===== config.mk =====
export PLATFORM = sky130hd
export DESIGN_NAME = gpio_edge_port
export DESIGN_NICKNAME = d
export VERILOG_FILES = /design/src/rtl/gpio_edge_pkg.sv /design/src/rtl/gpio_sync.sv /design/src/rtl/gpio_edge_flags.sv /design/src/rtl/gpio_edge_port.sv
export SDC_FILE = /design/constraint.sdc
export NUM_CORES = 1
export LEC_CHECK = 0
export ABC_AREA = 1
export ABC_CLOCK_PERIOD_IN_PS = 2980
export BUFFER_PORTS_ARGS = -buffer_cell sky130_fd_sc_hd__buf_2
export CORE_MARGIN = 2
export CORE_UTILIZATION = 30
export DETAILED_ROUTE_END_ITERATION = 8
export SLEW_MARGIN = 40
export SYNTH_ARGS = -nofsm -noshare
export SYNTH_HDL_FRONTEND = slang
export SYNTH_SLANG_ARGS = --single-unit

===== constraint.sdc =====
create_clock -name clk_i -period 2.98 [get_ports clk_i]
set_clock_uncertainty 0.15 [all_clocks]
set_input_delay 0.596 -clock clk_i [delete_from_list [all_inputs] [get_ports clk_i]]
set_output_delay 0.596 -clock clk_i [all_outputs]
set_load 0.005 [all_outputs]

===== src/rtl/gpio_edge_pkg.sv =====
package gpio_edge_pkg;
  localparam int unsigned ADDR_W = 3;

  typedef enum logic [ADDR_W-1:0] {
    REG_DATA = 3'd0,
    REG_DIR  = 3'd1,
    REG_IEN  = 3'd2,
    REG_POL  = 3'd3,
    REG_FLAG = 3'd4
  } reg_addr_e;
endpackage


===== src/rtl/gpio_sync.sv =====
module gpio_sync #(
  parameter int unsigned W      = 8,
  parameter int unsigned STAGES = 2
) (
  input  logic         clk_i,
  input  logic         rst_ni,
  input  logic [W-1:0] d_i,
  output logic [W-1:0] q_o
);
  logic [W-1:0] stg_q [STAGES];

  always_ff @(posedge clk_i or negedge rst_ni) begin
    if (!rst_ni) begin
      for (int i = 0; i < STAGES; i++) stg_q[i] <= '0;
    end else begin
      stg_q[0] <= d_i;
      for (int i = 1; i < STAGES; i++) stg_q[i] <= stg_q[i-1];
    end
  end

  assign q_o = stg_q[STAGES-1];
endmodule


===== src/rtl/gpio_edge_flags.sv =====
module gpio_edge_flags #(
  parameter int unsigned W = 8
) (
  input  logic         clk_i,
  input  logic         rst_ni,
  input  logic [W-1:0] lvl_i,   // synchronized pin level
  input  logic [W-1:0] pol_i,   // 1 = rising, 0 = falling
  input  logic [W-1:0] clr_i,   // write-one-to-clear mask
  output logic [W-1:0] flag_o
);
  logic [W-1:0] prev_q;
  logic [W-1:0] hit;
  logic [W-1:0] flag_q;

  always_ff @(posedge clk_i or negedge rst_ni) begin
    if (!rst_ni) prev_q <= '0;
    else         prev_q <= lvl_i;
  end

  for (genvar g = 0; g < W; g++) begin : g_pin
    assign hit[g] = pol_i[g] ? (lvl_i[g] & ~prev_q[g]) : (~lvl_i[g] & prev_q[g]);

    always_ff @(posedge clk_i or negedge rst_ni) begin
      if (!rst_ni)     flag_q[g] <= 1'b0;
      else if (hit[g]) flag_q[g] <= 1'b1;  // set beats clear
      else if (clr_i[g]) flag_q[g] <= 1'b0;
    end
  end

  assign flag_o = flag_q;

  AST_FLAG_SET: assert property (@(posedge clk_i) disable iff (!rst_ni)
    |hit |=> ((flag_o & $past(hit)) == $past(hit)))
    else $error("edge did not set flag");
  AST_SET_WINS: assert property (@(posedge clk_i) disable iff (!rst_ni)
    |(hit & clr_i) |=> ((flag_o & $past(hit & clr_i)) == $past(hit & clr_i)))
    else $error("clear beat a new edge");
  AST_W1C: assert property (@(posedge clk_i) disable iff (!rst_ni)
    |(clr_i & ~hit) |=> ((flag_o & $past(clr_i & ~hit)) == '0))
    else $error("flag not cleared");
  AST_FLAG_HOLD: assert property (@(posedge clk_i) disable iff (!rst_ni)
    (hit == '0 && clr_i == '0) |=> $stable(flag_o))
    else $error("flag changed without cause");
endmodule


===== src/rtl/gpio_edge_port.sv =====
module gpio_edge_port
  import gpio_edge_pkg::*;
#(
  parameter int unsigned NUM_PINS    = 8,
  parameter int unsigned SYNC_STAGES = 2
) (
  input  logic                clk_i,
  input  logic                rst_ni,
  input  logic                wr_en_i,
  input  logic                rd_en_i,
  input  logic [ADDR_W-1:0]   addr_i,
  input  logic [NUM_PINS-1:0] wdata_i,
  output logic [NUM_PINS-1:0] rdata_o,
  input  logic [NUM_PINS-1:0] pin_i,
  output logic [NUM_PINS-1:0] pin_oe_o,
  output logic [NUM_PINS-1:0] pin_out_o,
  output logic                irq_o
);
  logic [NUM_PINS-1:0] data_q, dir_q, ien_q, pol_q;
  logic [NUM_PINS-1:0] pin_sync, flag, clr_mask, rd_mux;

  gpio_sync #(.W(NUM_PINS), .STAGES(SYNC_STAGES)) u_sync (
    .clk_i (clk_i),
    .rst_ni(rst_ni),
    .d_i   (pin_i),
    .q_o   (pin_sync)
  );

  assign clr_mask = (wr_en_i && addr_i == REG_FLAG) ? wdata_i : '0;

  gpio_edge_flags #(.W(NUM_PINS)) u_flags (
    .clk_i (clk_i),
    .rst_ni(rst_ni),
    .lvl_i (pin_sync),
    .pol_i (pol_q),
    .clr_i (clr_mask),
    .flag_o(flag)
  );

  always_ff @(posedge clk_i or negedge rst_ni) begin
    if (!rst_ni) begin
      data_q <= '0;
      dir_q  <= '0;
      ien_q  <= '0;
      pol_q  <= '0;
    end else if (wr_en_i) begin
      case (addr_i)
        REG_DATA: data_q <= wdata_i;
        REG_DIR:  dir_q  <= wdata_i;
        REG_IEN:  ien_q  <= wdata_i;
        REG_POL:  pol_q  <= wdata_i;
        default: ;
      endcase
    end
  end

  always_comb begin
    case (addr_i)
      REG_DATA: rd_mux = (data_q & dir_q) | (pin_sync & ~dir_q);
      REG_DIR:  rd_mux = dir_q;
      REG_IEN:  rd_mux = ien_q;
      REG_POL:  rd_mux = pol_q;
      REG_FLAG: rd_mux = flag;
      default:  rd_mux = '0;
    endcase
  end

  always_ff @(posedge clk_i or negedge rst_ni) begin
    if (!rst_ni)      rdata_o <= '0;
    else if (rd_en_i) rdata_o <= rd_mux;
  end

  assign pin_oe_o  = dir_q;
  assign pin_out_o = data_q;
  assign irq_o     = |(flag & ien_q);

  AST_OE_FOLLOWS: assert property (@(posedge clk_i) disable iff (!rst_ni)
    (wr_en_i && addr_i == REG_DIR) |=> (pin_oe_o == $past(wdata_i)))
    else $error("output enable did not follow write");
  AST_RD_HOLD: assert property (@(posedge clk_i) disable iff (!rst_ni)
    !rd_en_i |=> $stable(rdata_o))
    else $error("read data changed without strobe");
  AST_RD_UNMAPPED: assert property (@(posedge clk_i) disable iff (!rst_ni)
    (rd_en_i && addr_i > REG_FLAG) |=> (rdata_o == '0))
    else $error("unmapped read not zero");
  AST_IRQ_SRC: assert property (@(posedge clk_i) disable iff (!rst_ni)
    $rose(irq_o) |-> (ien_q != '0 && flag != '0))
    else $error("irq without flag and enable");
endmodule


---- Yosys cells after proc, flatten, opt, wreduce, memory -nomap -nowiden ----
Cells that the tools add are included.
word-level totals
  input port bits ......................... 23
  output and inout port bits .............. 25
  bits in registers ....................... 72
  word-level logic and storage cells ...... 98
cells by class
  muxes and demuxes ....................... 26
  bitwise logic cells ..................... 37
  eq/ne operators ......................... 4
  reductions and logical operators ........ 15
operators by type and width
  operator                                             number
  one-hot mux 8 bit (5 select lines)                   1
  AND 8 bit                                            3
  2-to-1 mux 1 bit                                     24
  AND 1 bit                                            16
  NOT 1 bit                                            16
  nonzero test 2 bit                                   8
  2-to-1 mux 8 bit                                     1
  NOT 8 bit                                            1
  OR 8 bit                                             1
  AND reduction 2 bit                                  4
  OR reduction 8 bit                                   1
  equality test 3 x 2 -> 1 bit, second input constant  2
  equality test 3 x 1 -> 1 bit, second input constant  1
  equality test 3 bit, second input constant           1
  zero test 3 bit                                      1
  logical AND 1 bit                                    1

---- Longest topological paths before layout ----
Gate-level depths: netlist (run 1).
  word-level depth ........................ 5
  mapped depth ............................ 10
  depth with buffers taken out ............ 8

---- Hierarchy ----
Synthesis (run 1) repeated with hierarchy kept, for this count alone.
unflattened totals
  cells, all modules ...................... 379
  area total of the unflattened synthesis .. 3,360.7 µm²
modules (own cells, without submodules)
  module           seq. area each (µm²)  cells an instance  area an instance (µm²)  times used
  gpio_edge_port   1,001.0               275                2,229.6                 1
  gpio_edge_flags  400.4                 80                 670.6                   1
  gpio_sync        400.4                 24                 460.4                   1

---- Worst setup path after synthesis (run 1) ----
No wires, ideal clock.
  path kind ............................... input -> register
  start ................................... in addr_i[1]
  end ..................................... reg pol_q[5]
  arrival time ............................ 1.512 ns
  required time ........................... 2.707 ns
  cell stages on the path ................. 8
  setup slack ............................. 1.195 ns
  setup time .............................. 0.123 ns
  buffers on the path ..................... 3
  cells stage by stage .................... buf_4 inv_2 buf_2 nor2_8 nand3_2 buf_2 nand2_1 o21ai_1
on the way
  word-level cells in the longest chain between the ends .. 2
RTL lines
  what                                  line                  RTL
  start, declared                       gpio_edge_port.sv:11  input logic [ADDR_W-1:0] addr_i,
  equality test 3 x 2 -> 1 bit          gpio_edge_port.sv:47  case (addr_i)
  AND reduction 2 bit (no source line)  n/a
  end signal, assigned                  gpio_edge_port.sv:51  REG_POL: pol_q <= wdata_i;
  end, declared                         gpio_edge_port.sv:19  logic [NUM_PINS-1:0] data_q, dir_q, ien_q, pol_q;
Every way passes these cells.
A chain may end at the register's enable or synchronous reset.

---- Worst setup path after layout (run 1) ----
  start ................................... reg u_flags.flag_q[6], in the netlist u_flags.flag_o[6]
  end ..................................... out irq_o
on the way
  word-level cells in the longest chain between the ends .. 2
RTL lines
  what                             line                   RTL
  start, declared                  gpio_edge_flags.sv:13  logic [W-1:0] flag_q;
  start signal, assigned by index  gpio_edge_flags.sv:24  if (!rst_ni) flag_q[g] <= 1'b0;
  start signal, assigned by index  gpio_edge_flags.sv:25  else if (hit[g]) flag_q[g] <= 1'b1;
  start signal, assigned by index  gpio_edge_flags.sv:26  else if (clr_i[g]) flag_q[g] <= 1'b0;
  AND 8 bit                        gpio_edge_port.sv:75   assign irq_o = |(flag & ien_q);
  OR reduction 8 bit               gpio_edge_port.sv:75
  end, declared                    gpio_edge_port.sv:17   output logic irq_o
Every way passes these cells.

==> flow_summary.ini, run 1 <==
[run_status]
status = completed

[sta]
maxSlewViolCount = 0
number_of_endpoints_with_negative_hold_slack_in_the_final_report = 0
transition_time_of_the_tightest_slew_check_pin_ps = 513
postLayoutSetupSlackWorst_ps = 775
achievable-frequency_ghz = 0.454
slew_headroom_pct = 65.7
grt_setup_unrepaired = no
timing.hold.ws_ps = 95.3
tns_ps = 0
fin_crit_sh_pct = 74.0
finalSetupViolations = 0
finalCriticalPeriod_ps = 2210

[global_routing]
antenna_found_initial = 0
global_route.overflow_total = 0
via_count_of_the_first_global_routing_pass = 2371
grt_start_max_net_pins = 73
global_route.usage.total_pct = 14.1
grt_pass1_wl_um = 12000

[finish]
final_nets = 396
mostFrequentLayoutCells = nand2_1 (108), dfrtp_1 (72), buf_2 (47)
combined_area_of_the_multi_input_logic_cells_um2 = 1050
final.fill_count = 1061
register_area_um2 = 1800
layout.cells.most_common = nand2_1
finished_layout_cell_area_um2 = 3570
antenna-diode-count = 0
syn2layout_area_growth_pct = 19.2
drive_above_1_share_pct = 19.8

[place]
place.port_buffers = 47
postPlaceCellArea_um2 = 3360
gp_congestion = 0.868
dpl.hpwl_um = 4930
dp_worst_setup_slack_ps = 616

[power]
ir_worst_vdd_mv = 0.227
cellPowerDensity_nw_per_um2 = 664
power_uw = 2370
p_leak_uw = 0.00177

[worst_setup_path]
critPathMaxStageDelay_ps = 410
critical_path.cell_chain = a22o_1 > a21oi_1 > nand3_1 > buf_2
worstSetupStartpointType = flop
cp.arrival_ps = 1460
kind_of_end_point_of_the_critical_path = output port
critical-path-slowest-cell = dfrtp_1
crit_required_ps = 2230
cell_type_group_with_the_largest_total_delay_on_the_critical_path = compound AO/OA/AOI/OAI gates
worstSetupPathType = flop to output port
worstPathMaxFanout = 3
path_buf_inv = 1

[synthesis]
yosys_register_bits = 72
synth.lib_cells_used.distinct = 19
yosysWarnings = 0
postSynthNetCount = 348
seq_area_frac_synth_pct = 60.1
netlist_instances = 325
syn_area_per_cell_um2 = 9.22
synthesis.area_um2 = 3000

[floorplan]
num_rows = 36
die_h_um = 104
floorplan.io_pins = 48
dieWidth_um = 104
core_region_area_um2 = 9730
effective_utilization_at_floorplan_pct = 30.8
die_area_um2 = 10800

[detailed_routing]
ant_nets = 0
vias = 2364
wire_per_inst_um = 13.9
route.detailed.drc = 0
drtIter0Drc = 146
post_drt_via_cell_ratio = 4.63
first_pass_iters = 4
totalWireLength_um = 7120

[clock_network]
cts_root_buffer = clkbuf_8
clk_pin_slew_worst_paths_ps = 70
clock_net_sink_count = 72
holdBufCountCts = 0
depth_of_the_cts_h_tree = 3
cts_max_path_buffers = 2
worstSkewPairLatency_ps = 350
tritoncts = yes
post-cts-setup-buffer-count = 0
cts_inserted_buffers = 9
post_cts_resized = 0

[worst_hold_path]
path_type_of_the_worst_min_delay_path = input pin to asynchronous set/reset pin

[job]
cap_violations = 0
## synth_stat cells (all sizes together)
master | number | area, um2
clkbuf | 1 | 3.75
o221ai | 8 | 70.1
inv | 20 | 75.1
dfrtp | 72 | 1800
nand2 | 109 | 412
nand4 | 12 | 75.1
nand3 | 27 | 150
buf | 11 | 62.6
a21oi | 1 | 5.00
nor2 | 11 | 65.1
o21ai | 50 | 250
a22o | 3 | 26.3
## through the flow
step	util, %	cells
2_1_floorplan	-	325
3_3_place_gp	34.5	495
3_5_place_dp	34.5	495
4_1_cts	36.7	511
5_1_grt	36.7	511
6_report	36.7	511
## worst paths after layout
kind,start,depth (start not counted),slack (ps),endpoint
worst max-delay path,u_flags.flag_o[6]$_DFFE_PN0P_,4,770,irq_o
worst min-delay path,rst_ni,2,100,u_sync.stg_q[14]$_DFF_PN0_
worst max register to register,pin_oe_o[4]$_DFFE_PN0P_,6,1710,rdata_o[4]$_DFFE_PN0P_
worst min register to register,u_sync.stg_q[8]$_DFF_PN0_,0,190,u_sync.q_o[0]$_DFF_PN0_
max in group asynchronous,rst_ni,2,2240,ien_q[5]$_DFFE_PN0P_
min in group clk_i,u_sync.stg_q[8]$_DFF_PN0_,0,190,u_sync.q_o[0]$_DFF_PN0_
## per-layer routing
metal / wire length [um] / share of wire, % / global-route usage, %
met1: 3450 / 48 / 19.8
met2: 3130 / 44 / 20.7
met3: 392 / 5.5 / 3.38
met4: 147 / 2.1 / 5.98
met5: 0 / 0 / 0
## power breakdown
part	internal (uW)	leakage, uW	switching, uW	total (uW)
combinational	144	0.000796	188	332
clock	468	0.000110	354	823
sequential	1100	0.000861	116	1220
total	1710	0.00177	657	2370
## registers in the layout (all words and copies together), names as in the netlist
signal          cells
u_flags.prev_q      8
u_sync.stg_q        8
pol_q               8
pin_out_o           8
u_sync.q_o          8
u_flags.flag_o      8
ien_q               8
pin_oe_o            8
rdata_o             8
## area by class of cell
cell class	count	area share [%]
Clock inverter	6	2.35
Inverter	20	2.10
Tap cell	133	4.66
Timing Repair Buffer	49	7.36
Sequential cell	72	50.5
Clock buffer	10	3.57
Multi-Input combinational cell	221	29.5
## cells by family after synthesis
logic type / synth area share, %
buffers and inverters: 4.72
flip-flops: 60.1
AO/OA/AOI/OAI: 11.7
AND/OR/NAND/NOR: 23.4
No activity file was read; power rests on OpenSTA's default activity.
==> run 2: changes to the inputs <==
--- a/config.mk
+++ b/config.mk
@@ -6,7 +6,7 @@
 export NUM_CORES = 1
 export LEC_CHECK = 0
 export ABC_AREA = 1
-export ABC_CLOCK_PERIOD_IN_PS = 2980
+export ABC_CLOCK_PERIOD_IN_PS = 2110
 export BUFFER_PORTS_ARGS = -buffer_cell sky130_fd_sc_hd__buf_2
 export CORE_MARGIN = 2
 export CORE_UTILIZATION = 30
==> constraint.sdc (replaced) <==
create_clock -name clk_i -period 2.11 [get_ports clk_i]
set_clock_uncertainty 0.15 [all_clocks]
set_input_delay 0.422 -clock clk_i [delete_from_list [all_inputs] [get_ports clk_i]]
set_output_delay 0.422 -clock clk_i [all_outputs]
set_load 0.005 [all_outputs]
==> run 2 against run 1 <==
  * Die area unchanged
  * Non-clock buffer count is 8 higher
  * Wire length is 1.2% higher
  * Hold slack worse by 73 ps
  * Via count rose by 3.3%
  * Critical endpoint unchanged
==> flow_summary.ini, run 2 (synthesis results as in run 1) <==
[power]
power_uw = 3300
p_leak_uw = 0.00180
cellPowerDensity_nw_per_um2 = 908
ir_worst_vdd_mv = 0.352

[clock_network]
tritoncts = yes
depth_of_the_cts_h_tree = 3
worstSkewPairLatency_ps = 350
cts_inserted_buffers = 9
post-cts-setup-buffer-count = 0
clk_pin_slew_worst_paths_ps = 70
cts_root_buffer = clkbuf_8
clock_net_sink_count = 72
cts_max_path_buffers = 2

[sta]
fin_crit_sh_pct = 93.0
finalCriticalPeriod_ps = 1960
slew_headroom_pct = 73.9
maxSlewViolCount = 0
finalSetupViolations = 0
transition_time_of_the_tightest_slew_check_pin_ps = 390
tns_ps = 0
grt_setup_unrepaired = no
number_of_endpoints_with_negative_hold_slack_in_the_final_report = 0
timing.hold.ws_ps = 21.9
achievable-frequency_ghz = 0.509

[global_routing]
global_route.overflow_total = 0
grt_start_max_net_pins = 73
antenna_found_initial = 0
via_count_of_the_first_global_routing_pass = 2364
global_route.usage.total_pct = 14.4
grt_pass1_wl_um = 12100

[worst_setup_path]
worstSetupStartpointType = flop
r2r_setup_slack_ps = 880
worstPathMaxFanout = 3
worstSetupPathType = flop to output port
cp.arrival_ps = 1390
worst_r2r_path_depth = 6
crit_required_ps = 1540
kind_of_end_point_of_the_critical_path = output port
r2r_path_end = rdata_o[4]$_DFFE_PN0P_
regToRegStartpoint = pin_oe_o[4]$_DFFE_PN0P_

[detailed_routing]
first_pass_iters = 4
wire_per_inst_um = 13.9
ant_nets = 0
vias = 2441
totalWireLength_um = 7200
route.detailed.drc = 0
drtIter0Drc = 171
post_drt_via_cell_ratio = 4.70

[floorplan]
die_area_um2 = 10800
dieWidth_um = 104
num_rows = 36
effective_utilization_at_floorplan_pct = 30.8
core_region_area_um2 = 9730
floorplan.io_pins = 48
die_h_um = 104

[run_status]
status = completed

[finish]
final_nets = 404
drive_above_1_share_pct = 20.2
combined_area_of_the_multi_input_logic_cells_um2 = 1050
register_area_um2 = 1800
layout.cells.most_common = nand2_1
final.fill_count = 1030
syn2layout_area_growth_pct = 21.1
antenna-diode-count = 0
layoutNonFillerInstCount = 519
mostFrequentLayoutCells = nand2_1 (108), dfrtp_1 (72), buf_2 (47)

[worst_hold_path]
min_to = u_sync.stg_q[11]$_DFF_PN0_
path_type_of_the_worst_min_delay_path = input pin to flop
min_path_cells = 1
worst_hold_startpoint = pin_i[3]

[job]
cap_violations = 0

[place]
post-place-cells = 499
place.port_buffers = 47
gp_congestion = 0.869
dpl.hpwl_um = 4930
run 2: cell count changes in the layout (fill, tap and decap cells not counted), sizes merged:
cell         change
bufinv           -1
dlygate4sd3      +4
clkbuf           +3
clkinv           -2
buf              +4
run 2: worst max path at each step:
stage                               endpoint  depth (start not counted)                           from
finish                                 irq_o                          4  u_flags.flag_o[6]$_DFFE_PN0P_
detailed placement   pin_oe_o[1]$_DFFE_PN0P_                          6                      addr_i[0]
floorplan               pol_q[5]$_DFFE_PN0P_                          8                      addr_i[1]
global route                           irq_o                          4  u_flags.flag_o[6]$_DFFE_PN0P_
CTS                                    irq_o                          4  u_flags.flag_o[6]$_DFFE_PN0P_
global placement    pin_out_o[6]$_DFFE_PN0P_                          7                      addr_i[1]
run 2: critical path, cell delays in order, from the launching register on:
cell and delay [ps]:
dfrtp_1 410, a22o_1 250, a21oi_1 160, nand3_1 90, buf_2 140
run 2: metal layers:
metal	global-route usage [%]	routed length, um	vias to the layer above
met4	3.86	58	0
li1	-	-	1205
met1	19.8	3400	1164
met2	21.3	3280	63
met3	5.51	457	9
met5	0	0	-
run 2: what timing repair did:
action	CTS	global route
hold buffers	2	2
resized for setup	0	0
hold endpoints to repair	73	2
run 2: metrics by stage:
step | worst slack [ps] | util (%) | area, um2
CTS | 118 | 37.1 | 3610
finish | 147 | 37.3 | 3630
floorplan | 499 | - | 3000
global placement | 289 | 34.8 | 3390
global route | 66.3 | 37.3 | 3630
detailed placement | 211 | 34.8 | 3390
run 2: final cells by class:
class | instances | area share (%)
Tap cell | 133 | 4.59
Inverter | 20 | 2.07
Multi-Input combinational cell | 221 | 29.0
Clock inverter | 3 | 1.10
Timing Repair Buffer | 57 | 9.17
Sequential cell | 72 | 49.7
Clock buffer | 13 | 4.38
run 2: report_power, final:
group	internal [uW]	switching, uW	total [uW]
sequential	1560	161	1720
clock	608	491	1100
combinational	212	269	480
